## config.mk

```make
export PLATFORM = sky130hd
export DESIGN_NAME = intseq_unit
export DESIGN_NICKNAME = d
export VERILOG_FILES = /design/src/rtl/intseq_pkg.sv /design/src/rtl/intseq_req_filter.sv /design/src/rtl/intseq_fsm.sv /design/src/rtl/intseq_bus.sv /design/src/rtl/intseq_unit.sv
export SDC_FILE = /design/constraint.sdc
export NUM_CORES = 1
export LEC_CHECK = 0
export CORE_AREA = 2 2 95 97
export CTS_CLUSTER_DIAMETER = 200
export CTS_CLUSTER_SIZE = 30
export DETAILED_ROUTE_END_ITERATION = 10
export DIE_AREA = 0 0 97 99
export PLACE_DENSITY = 0.86
export SETUP_SLACK_MARGIN = 0.3
export SLEW_MARGIN = 5
export SYNTH_ARGS = -nofsm -noshare
export SYNTH_HDL_FRONTEND = slang
export SYNTH_SLANG_ARGS = --single-unit
```

## constraint.sdc

```tcl
create_clock -name clk -period 2.3 [get_ports clk]
set_clock_uncertainty 0.2 [all_clocks]
set_input_delay 0.23 -clock clk [delete_from_list [all_inputs] [get_ports clk]]
set_output_delay 0.23 -clock clk [all_outputs]
set_load 0.1 [all_outputs]
```

## src/rtl/intseq_pkg.sv

```systemverilog
package intseq_pkg;

   typedef enum logic [3:0] {
      S_IDLE,
      S_PUSH_HI,
      S_PUSH_LO,
      S_PUSH_ST,
      S_VEC_LO,
      S_VEC_HI,
      S_PULL_ST,
      S_PULL_LO,
      S_PULL_HI,
      S_FINISH
   } seq_state_t;

   localparam logic [7:0] OP_BREAK  = 8'h00;
   localparam logic [7:0] OP_RETURN = 8'h40;

endpackage

```

## src/rtl/intseq_req_filter.sv

```systemverilog
// Qualifies the active-low request: pending after REQ_SAMPLES consecutive
// low samples taken while the mask bit is clear.
module intseq_req_filter #(
   parameter int REQ_SAMPLES = 3
) (
   input  logic clk,
   input  logic rst_n,
   input  logic irq_n,
   input  logic masked,
   output logic pending
);
   logic qualify;
   assign qualify = ~irq_n & ~masked;

   generate
      if (REQ_SAMPLES == 1) begin : g_single
         logic seen_q;
         always_ff @(posedge clk) begin
            if (!rst_n) seen_q <= 1'b0;
            else        seen_q <= qualify;
         end
         assign pending = seen_q & ~masked;
      end else begin : g_count
         localparam int CW = $clog2(REQ_SAMPLES + 1);
         localparam logic [CW-1:0] LIMIT = CW'(REQ_SAMPLES);
         logic [CW-1:0] run_q;
         always_ff @(posedge clk) begin
            if (!rst_n)             run_q <= '0;
            else if (!qualify)      run_q <= '0;
            else if (run_q != LIMIT) run_q <= run_q + 1'b1;
         end
         assign pending = (run_q == LIMIT) & ~masked;
      end
   endgenerate
endmodule

```

## src/rtl/intseq_fsm.sv

```systemverilog
// Sequence controller: boundary decision, entry pushes, vector fetch,
// return pulls and the final register hand-back.
module intseq_fsm
   import intseq_pkg::*;
#(
   parameter int ADDR_W       = 16,
   parameter int DATA_W       = 8,
   parameter int IRQ_MASK_BIT = 2,
   parameter int BRK_BIT      = 4,
   parameter int BREAK_SKIP   = 2,
   parameter logic [DATA_W-1:0] RESET_IR = 8'hEA
) (
   input  logic              clk,
   input  logic              rst_n,
   input  logic              pending,
   input  logic              op_boundary,
   input  logic [DATA_W-1:0] op_fetched,
   input  logic [ADDR_W-1:0] pc_i,
   input  logic [DATA_W-1:0] status_i,
   input  logic [DATA_W-1:0] sp_i,
   input  logic [DATA_W-1:0] rdata,
   output seq_state_t        state_o,
   output logic [DATA_W-1:0] sp_cur,
   output logic [ADDR_W-1:0] ret_addr,
   output logic [DATA_W-1:0] push_status,
   output logic [DATA_W-1:0] ir_q,
   output logic [ADDR_W-1:0] pc_o,
   output logic [DATA_W-1:0] status_o,
   output logic [DATA_W-1:0] sp_o,
   output logic              pc_we,
   output logic              status_we,
   output logic              sp_we
);
   localparam logic [ADDR_W-1:0] SKIP = ADDR_W'(BREAK_SKIP);

   seq_state_t        state_q;
   logic [DATA_W-1:0] sp_q, stat_q, lo_q, ir_r;
   logic [ADDR_W-1:0] ret_q, pc_q;
   logic              forced_q;

   always_ff @(posedge clk) begin
      if (!rst_n) begin
         state_q  <= S_IDLE;
         ir_r     <= RESET_IR;
         sp_q     <= '0;
         stat_q   <= '0;
         lo_q     <= '0;
         ret_q    <= '0;
         pc_q     <= '0;
         forced_q <= 1'b0;
      end else begin
         case (state_q)
            S_IDLE: begin
               if (op_boundary) begin
                  ir_r     <= pending ? OP_BREAK : op_fetched;
                  sp_q     <= sp_i;
                  stat_q   <= status_i;
                  forced_q <= pending;
                  ret_q    <= pending ? pc_i : pc_i + SKIP;
                  if (pending || op_fetched == OP_BREAK) state_q <= S_PUSH_HI;
                  else if (op_fetched == OP_RETURN)      state_q <= S_PULL_ST;
               end
            end
            S_PUSH_HI: begin sp_q <= sp_q - 1'b1; state_q <= S_PUSH_LO; end
            S_PUSH_LO: begin sp_q <= sp_q - 1'b1; state_q <= S_PUSH_ST; end
            S_PUSH_ST: begin sp_q <= sp_q - 1'b1; state_q <= S_VEC_LO;  end
            S_VEC_LO:  begin lo_q <= rdata;       state_q <= S_VEC_HI;  end
            S_VEC_HI: begin
               pc_q                 <= {rdata, lo_q};
               stat_q[IRQ_MASK_BIT] <= 1'b1;
               state_q              <= S_FINISH;
            end
            S_PULL_ST: begin
               sp_q    <= sp_q + 1'b1;
               stat_q  <= rdata;
               state_q <= S_PULL_LO;
            end
            S_PULL_LO: begin
               sp_q    <= sp_q + 1'b1;
               lo_q    <= rdata;
               state_q <= S_PULL_HI;
            end
            S_PULL_HI: begin
               sp_q    <= sp_q + 1'b1;
               pc_q    <= {rdata, lo_q};
               state_q <= S_FINISH;
            end
            S_FINISH: state_q <= S_IDLE;
            default:  state_q <= S_IDLE;
         endcase
      end
   end

   always_comb begin
      push_status          = stat_q;
      push_status[BRK_BIT] = ~forced_q;
   end

   assign state_o   = state_q;
   assign sp_cur    = sp_q;
   assign ret_addr  = ret_q;
   assign ir_q      = ir_r;
   assign pc_o      = pc_q;
   assign status_o  = stat_q;
   assign sp_o      = sp_q;
   assign pc_we     = (state_q == S_FINISH);
   assign status_we = (state_q == S_FINISH);
   assign sp_we     = (state_q == S_FINISH);
endmodule

```

## src/rtl/intseq_bus.sv

```systemverilog
// Bus cycle generator: address, write data and write enable per state.
module intseq_bus
   import intseq_pkg::*;
#(
   parameter int ADDR_W = 16,
   parameter int DATA_W = 8,
   parameter logic [ADDR_W-DATA_W-1:0] STACK_PAGE = 8'h01,
   parameter logic [ADDR_W-1:0]        VECTOR_LO  = 16'hFFFE
) (
   input  seq_state_t        state,
   input  logic [DATA_W-1:0] sp_cur,
   input  logic [ADDR_W-1:0] ret_addr,
   input  logic [DATA_W-1:0] push_status,
   output logic [ADDR_W-1:0] addr,
   output logic [DATA_W-1:0] wdata,
   output logic              we
);
   localparam logic [ADDR_W-1:0] VECTOR_HI = VECTOR_LO + 1'b1;

   logic [ADDR_W-1:0] push_slot, pull_slot;
   assign push_slot = {STACK_PAGE, sp_cur};
   assign pull_slot = {STACK_PAGE, sp_cur + 1'b1};

   always_comb begin
      addr  = '0;
      wdata = '0;
      we    = 1'b0;
      case (state)
         S_PUSH_HI: begin addr = push_slot; wdata = ret_addr[ADDR_W-1:DATA_W]; we = 1'b1; end
         S_PUSH_LO: begin addr = push_slot; wdata = ret_addr[DATA_W-1:0];      we = 1'b1; end
         S_PUSH_ST: begin addr = push_slot; wdata = push_status;               we = 1'b1; end
         S_VEC_LO:  addr = VECTOR_LO;
         S_VEC_HI:  addr = VECTOR_HI;
         S_PULL_ST, S_PULL_LO, S_PULL_HI: addr = pull_slot;
         default: ;
      endcase
   end
endmodule

```

## src/rtl/intseq_unit.sv

```systemverilog
module intseq_unit
   import intseq_pkg::*;
#(
   parameter int ADDR_W       = 16,
   parameter int DATA_W       = 8,
   parameter int REQ_SAMPLES  = 3,
   parameter int IRQ_MASK_BIT = 2,
   parameter int BRK_BIT      = 4,
   parameter int BREAK_SKIP   = 2,
   parameter logic [ADDR_W-DATA_W-1:0] STACK_PAGE = 8'h01,
   parameter logic [ADDR_W-1:0]        VECTOR_LO  = 16'hFFFE,
   parameter logic [DATA_W-1:0]        RESET_IR   = 8'hEA
) (
   input  logic              clk,
   input  logic              rst_n,
   input  logic              irq_n,
   input  logic              op_boundary,
   input  logic [DATA_W-1:0] op_fetched,
   input  logic [ADDR_W-1:0] pc_i,
   input  logic [DATA_W-1:0] status_i,
   input  logic [DATA_W-1:0] sp_i,
   input  logic [DATA_W-1:0] mem_rdata,
   output logic [ADDR_W-1:0] mem_addr,
   output logic [DATA_W-1:0] mem_wdata,
   output logic              mem_we,
   output logic [DATA_W-1:0] ir_q,
   output logic [ADDR_W-1:0] pc_o,
   output logic              pc_we,
   output logic [DATA_W-1:0] status_o,
   output logic              status_we,
   output logic [DATA_W-1:0] sp_o,
   output logic              sp_we,
   output logic              seq_active
);
   if (ADDR_W != 2 * DATA_W) begin : g_bad_width
      $error("intseq_unit: ADDR_W must be twice DATA_W");
   end
   if (REQ_SAMPLES < 1) begin : g_bad_samples
      $error("intseq_unit: REQ_SAMPLES must be at least 1");
   end
   if (IRQ_MASK_BIT >= DATA_W || BRK_BIT >= DATA_W || IRQ_MASK_BIT == BRK_BIT) begin : g_bad_bits
      $error("intseq_unit: status bit positions out of range or equal");
   end

   seq_state_t        state;
   logic              pending;
   logic [DATA_W-1:0] sp_cur, push_status;
   logic [ADDR_W-1:0] ret_addr;

   intseq_req_filter #(.REQ_SAMPLES(REQ_SAMPLES)) u_filter (
      .clk     (clk),
      .rst_n   (rst_n),
      .irq_n   (irq_n),
      .masked  (status_i[IRQ_MASK_BIT]),
      .pending (pending)
   );

   intseq_fsm #(
      .ADDR_W(ADDR_W), .DATA_W(DATA_W), .IRQ_MASK_BIT(IRQ_MASK_BIT),
      .BRK_BIT(BRK_BIT), .BREAK_SKIP(BREAK_SKIP), .RESET_IR(RESET_IR)
   ) u_fsm (
      .clk         (clk),
      .rst_n       (rst_n),
      .pending     (pending),
      .op_boundary (op_boundary),
      .op_fetched  (op_fetched),
      .pc_i        (pc_i),
      .status_i    (status_i),
      .sp_i        (sp_i),
      .rdata       (mem_rdata),
      .state_o     (state),
      .sp_cur      (sp_cur),
      .ret_addr    (ret_addr),
      .push_status (push_status),
      .ir_q        (ir_q),
      .pc_o        (pc_o),
      .status_o    (status_o),
      .sp_o        (sp_o),
      .pc_we       (pc_we),
      .status_we   (status_we),
      .sp_we       (sp_we)
   );

   intseq_bus #(
      .ADDR_W(ADDR_W), .DATA_W(DATA_W),
      .STACK_PAGE(STACK_PAGE), .VECTOR_LO(VECTOR_LO)
   ) u_bus (
      .state       (state),
      .sp_cur      (sp_cur),
      .ret_addr    (ret_addr),
      .push_status (push_status),
      .addr        (mem_addr),
      .wdata       (mem_wdata),
      .we          (mem_we)
   );

   assign seq_active = (state != S_IDLE);
endmodule

```

# Word level (Yosys, flattened, before mapping)
# Index checks and enable logic that the tools add are counted.
# totals
ff_bits	71
in_bits	52
output_inout_bits	69
# op_classes
n_reduce_logical	17
n_bitwise	5
muxes	15
eq_ne	14
add_sub_neg	4
# ops
op	n
16-bit case mux with 4 select lines	1
8-bit case mux with 3 select lines	2
4-bit case mux with 8 select lines	1
8-bit two-way mux	3
16-bit by 2-bit adder with 16-bit output, second input constant	1
4-bit by 3-bit == test with 1-bit output, second input constant	4
16-bit two-way mux	1
4-bit two-way mux	3
2-bit AND reduction	6
5-bit case mux with 2 select lines	1
8-bit by 1-bit adder with 8-bit output, second input constant	1
4-bit by 2-bit == test with 1-bit output, second input constant	2
4-bit == test, second input constant	2
8-bit by 7-bit == test with 1-bit output, second input constant	1
8-bit logical NOT	1
8-bit by 1-bit subtractor with 8-bit output, second input constant	1
3-bit nonzero test	2
3-bit OR reduction	2
4-bit by 1-bit == test with 1-bit output, second input constant	1
4-bit logical NOT	1
2-bit != test, second input constant	2
2-bit case mux with 2 select lines	1
4-bit nonzero test	1
2-bit OR reduction	2
9 further kinds	12

# Logic depth before layout (Yosys ltp)
# logic_depth
word_depth	6
mapped_depth	10
depth_no_buf	6

# Modules after synthesis
# From an unflattened synthesis, not the netlist that was laid out.
# hier_totals
hier_cells	526
hier_area_um2	4292.9
# by_module_without_submodules
mod	seq_area_each_um2	instances	area_each_um2	cells_each
intseq_fsm	1381.3	1	3417.0	401
intseq_bus	0.0	1	772.0	115
intseq_req_filter	40.0	1	96.3	9
intseq_unit	0.0	1	7.5	1

# Worst setup path after synthesis
# OpenSTA, ideal clock, no wires.
# synth_timing
kind	flip-flop to output port
start	register u_fsm.sp_q[0], in the netlist u_fsm.sp_cur[0]
end	output mem_addr[3]
path_slack_ps	-3082
t_arrival_ps	4952
path_stages_with_launch	4
cell_sequence	dfxtp_1 > buf_2 > nand3_1 > o311ai_0
# synth_via
elab_chain_cells	2
# synth_rtl
item	line	rtl
start: declaration	intseq_fsm.sv:37	logic [DATA_W-1:0] sp_q, stat_q, lo_q, ir_r;
start signal: assignment	intseq_fsm.sv:56	sp_q <= sp_i;
start signal: assignment	intseq_fsm.sv:74	sp_q <= sp_q + 1'b1;
start signal: assignment	intseq_fsm.sv:79	sp_q <= sp_q + 1'b1;
8-bit by 1-bit adder with 8-bit output	intseq_bus.sv:22	assign pull_slot = {STACK_PAGE, sp_cur + 1'b1};
16-bit case mux with 4 select lines	intseq_bus.sv:28	case (state)
end: declaration	intseq_unit.sv:23	output logic [ADDR_W-1:0] mem_addr,
# Every way passes these cells.

# Worst setup path in the final report
# layout_timing
start	register u_fsm.state_q[0], in the netlist u_fsm.state_o[0]
end	output mem_addr[4]
# layout_via
elab_chain_cells	3
# layout_rtl
item	line	rtl
start: declaration	intseq_fsm.sv:36	seq_state_t state_q;
start signal: assignment	intseq_fsm.sv:43	state_q <= S_IDLE;
start signal: assignment	intseq_fsm.sv:60	if (pending || op_fetched == OP_BREAK) state_q <= S_PUSH_HI;
start signal: assignment	intseq_fsm.sv:61	else if (op_fetched == OP_RETURN) state_q <= S_PULL_ST;
4-bit by 3-bit == test with 1-bit output, or another cell as far along	intseq_bus.sv:28	
3-bit OR reduction (no line)	-	
16-bit case mux with 4 select lines (*)	intseq_bus.sv:28	
# Mark *: on every way between the ends. The rest lies on a longest branch, timed or not.

==> results by group <==
Pwr
  • LEAKAGE: around 0.003 uW
  • Clk pwr share: 14.2%
  • Power per cell area: around 1100 mW/mm^2
  • Tot Pwr: between 7000 and 8000 uW
  • Flop pwr share: 25.0%
  • Sw Ratio: around half
  • Comb pwr share: approximately 61%
  • Peak VDD IR: about 0.00087 V
  • Pint: between 3000 and 4000 uW
  • Sw power: roughly 4000 uW

Layout
  • Final core utilization: 85.9%
  • Final Cell Area: 0.00735 sq mm
  • Non-Filler Instances: about 790
  • Area Growth Syn to Fin: 86.6%
  • Nets: ~740
  • # diodes: 0
  • # fillers: around 360
  • Commonest cells after routing, fill and taps aside: buf_4 (111), nor2_1 (54), dfxtp_1 (53), clkdlybuf4s50_1 (51), buf_12 (37)
  • Commonest non-fill, non-tap cell in the layout: buf_4
  • Share of cells above drive strength 1: roughly half

Timing
  • RSZ-0062 raised after global routing: yes
  • Final Hold Viols: 0
  • Slew HR: a little under three fifths
  • # setup viols final: 21
  • Worst Tran Pin Value: around 0.67 ns
  • Period minus WS final: between 2 and 2.5 ns
  • Setup ws final: -0.133 ns
  • Period utilization: 106%
  • Fin. max-slew vios: 0
  • Fmax: between 400 and 500 MHz

Status
  • Failing checks: setup timing
  • Status: finished, violations left

Synth
  • Ys Warns: 0
  • Seq/Total Area, Yosys: a little over a third
  • Yosys cell types: 62
  • Main synth FF type: dfxtp_1
  • Avg Cell Area, Syn: ~8.0 sq um
  • Net Count, Synth: between 500 and 600
  • Gate Count Post-Synth: slightly below 500
  • Mapped Area: just under 0.004 sq mm
  • Seq cells post-synth: 71
  • Number of synthesized flops with an enable pin: 0
  • Ys async rst share: 0%

Setup path
  • Worst Setup End Kind: output port
  • R2r setup slk: -0.06 ns
  • Worst Path Required: 1.87 ns
  • WS Path Type: reg -> out
  • Worst Setup Start Kind: flop
  • Critical path peak fanout: 7
  • CP arrival: roughly 2.0 ns

Hold path
  • Tightest Hold Check Type: in -> reg

Die
  • Initial Utilization: between 40 and 50%
  • Die Footprint: ~0.0096 sq mm
  • IO Pins: ~120
  • Core ar.: ~0.0086 sq mm
  • FP Rows: 34
  • Die height: between 90 and 100 microns
  • Chip width: 97 microns

Global route
  • Vias in the first global route: 4,377
  • Initial antenna violation count: 0
  • First-pass GRT wire length: ~21,000 microns
  • Total GRT Usage: roughly 28%
  • Largest net degree at the start of global routing: 19
  • Total gr overflow: 0

Clock tree
  • CTS clk-pin slew, worst paths: around 0.09 ns
  • H-tree lvl count: 3
  • Clk sinks: 71
  • CTS tree: built
  • Clock latency on the worst-skew pair: 0.38 ns
  • Clk buf depth: 2
  • Num CTS Buffers: 9
  • CTS root buf: clkbuf_8

Route
  • Number of antenna-violating nets in the routed design: 0
  • First DRT Iteration DRCs: 538
  • Detailed-route DRC error count: 0
  • Drt pass-1 iters: 5
  • Routed wire length: 19,300 microns
  • Post-DR vias/cell: between 6 and 7
  • Via count: roughly 5,000
  • Drt wl/cell: 24.3 microns

Place
  • GPL Wtd Cong: between 0.8 and 0.9
  • DP Cell Count: ~700
  • Place WS: 0.0805 ns
  • Area after DPL: approximately 0.0057 sq mm
  • Post-detail-place hpwl: around 8600 microns
  • IO Port Bufs: 120

Flow run
  • Max-Cap Viols: 0
stage by stage:
stage	hold slack (ns)	TNS (ns)
6_report	0.262	-0.901
5_1_grt	0.273	-1.57
4_1_cts	0.239	-0.104
3_5_place_dp	0.249	0
3_3_place_gp	0.241	0
2_1_floorplan	0.158	-2.08
worst max-delay path, stage by stage (launching register included):
cell and delay [ns]:
dfxtp_4 0.37, or4b_4 0.58, nand2_8 0.13, nand2_4 0.06, o211ai_1 0.22, clkbuf_16 0.25
flip-flops by register name, indices dropped and copies added, names as in the netlist:
| signal | count |
|---|---|
| u_filter.g_count.run_q | 2 |
| u_fsm.pc_o | 16 |
| u_fsm.forced_q | 1 |
| u_fsm.sp_cur | 8 |
| u_fsm.lo_q | 8 |
| u_fsm.state_o | 4 |
| u_fsm.ir_q | 8 |
| u_fsm.status_o | 8 |
| u_fsm.ret_addr | 16 |
synth_stat cells (2+ instances only):
cell / instances / area (sq um)
nand2_1: 54 / 203
a31oi_1: 4 / 25.0
a21o_1: 2 / 15.0
buf_6: 2 / 22.5
nand2b_1: 8 / 50.1
dfxtp_1: 71 / 1420
nor3_1: 8 / 40.0
or2_1: 3 / 18.8
buf_2: 10 / 50.1
o221ai_1: 2 / 17.5
clkbuf_1: 20 / 75.1
inv_2: 2 / 7.51
o311ai_0: 2 / 17.5
nand4_1: 2 / 12.5
buf_4: 12 / 90.1
xor2_1: 11 / 96.3
nor2_1: 66 / 248
nor3b_1: 2 / 15.0
nor2b_1: 4 / 25.0
o211a_1: 3 / 30.0
mux2_2: 9 / 101
o31ai_1: 2 / 15.0
nand3b_1: 2 / 15.0
a22oi_1: 7 / 52.6
a21oi_1: 41 / 205
o21ai_0: 28 / 140
nand2_2: 2 / 12.5
a311oi_1: 9 / 78.8
a211oi_1: 4 / 30.0
xnor2_1: 9 / 78.8
o211ai_1: 2 / 15.0
inv_1: 9 / 33.8
nand3_1: 16 / 80.1
mux2i_1: 25 / 250
ha_1: 4 / 50.1
o22ai_1: 3 / 18.8
and3_1: 4 / 25.0
nor4_1: 3 / 18.8
power by group through the flow:
stage	logic, uW	registers [uW]	clock network [uW]
2_1_floorplan	1670	2710	0
3_3_place_gp	3310	1880	0
3_5_place_dp	3350	1900	0
4_1_cts	3840	1820	1020
5_1_grt	4810	1930	1140
6_report	4690	1930	1100
final timing paths:
path / from / to / depth (start not counted)
setup / recovery: u_fsm.state_o[0]$_SDFFE_PN0P_ / mem_addr[4] / 5
hold / removal: status_i[7] / u_fsm.status_o[7]$_SDFFE_PN0P_ / 3
setup reg to reg: u_fsm.state_o[1]$_SDFFE_PN0P_ / u_fsm.ret_addr[4]$_SDFFE_PN0P_ / 10
hold reg to reg: u_fsm.ir_q[2]$_SDFFE_PN0P_ / u_fsm.ir_q[2]$_SDFFE_PN0P_ / 2
area by class of cell:
cell class / instances / area [sq um] / share of cell area, %
clock buffer: 9 / 124 / 1.69
multi-input combinational: 363 / 3030 / 41.3
inverter: 11 / 55.1 / 0.749
tap: 108 / 135 / 1.84
clock inverter: 7 / 70.1 / 0.954
timing repair buffer: 224 / 2460 / 33.4
sequential: 71 / 1470 / 20.0
what timing repair did:
action,in CTS,in global routing
setup buffers,34,41
hold buffers,0,0
pin swaps,12,43
cloned,1,3
gates resized for setup,49,148
endpoints found under the setup margin,36,82
layer usage:
metal | global-route usage (%) | part of all wire (%) | up-vias
li1 | - | - | 2099
met1 | 30.7 | 34 | 2374
met2 | 48.6 | 48 | 467
met3 | 6.60 | 9.5 | 160
met4 | 16.3 | 8.2 | 0
met5 | 0 | 0 | -
cell families after synthesis:
logic type               count (synthesis)  synth area share (%)
buffers and inverters                   57                  7.56
AND/OR/NAND/NOR                        185                  22.2
adder cells (fa/ha/maj)                  4                  1.27
AO/OA/AOI/OAI                          120                  19.5
XOR/XNOR                                20                  4.45
multiplexers                            34                  8.93
flip-flops                              71                  36.1
Power figures use the tool's default switching activity.
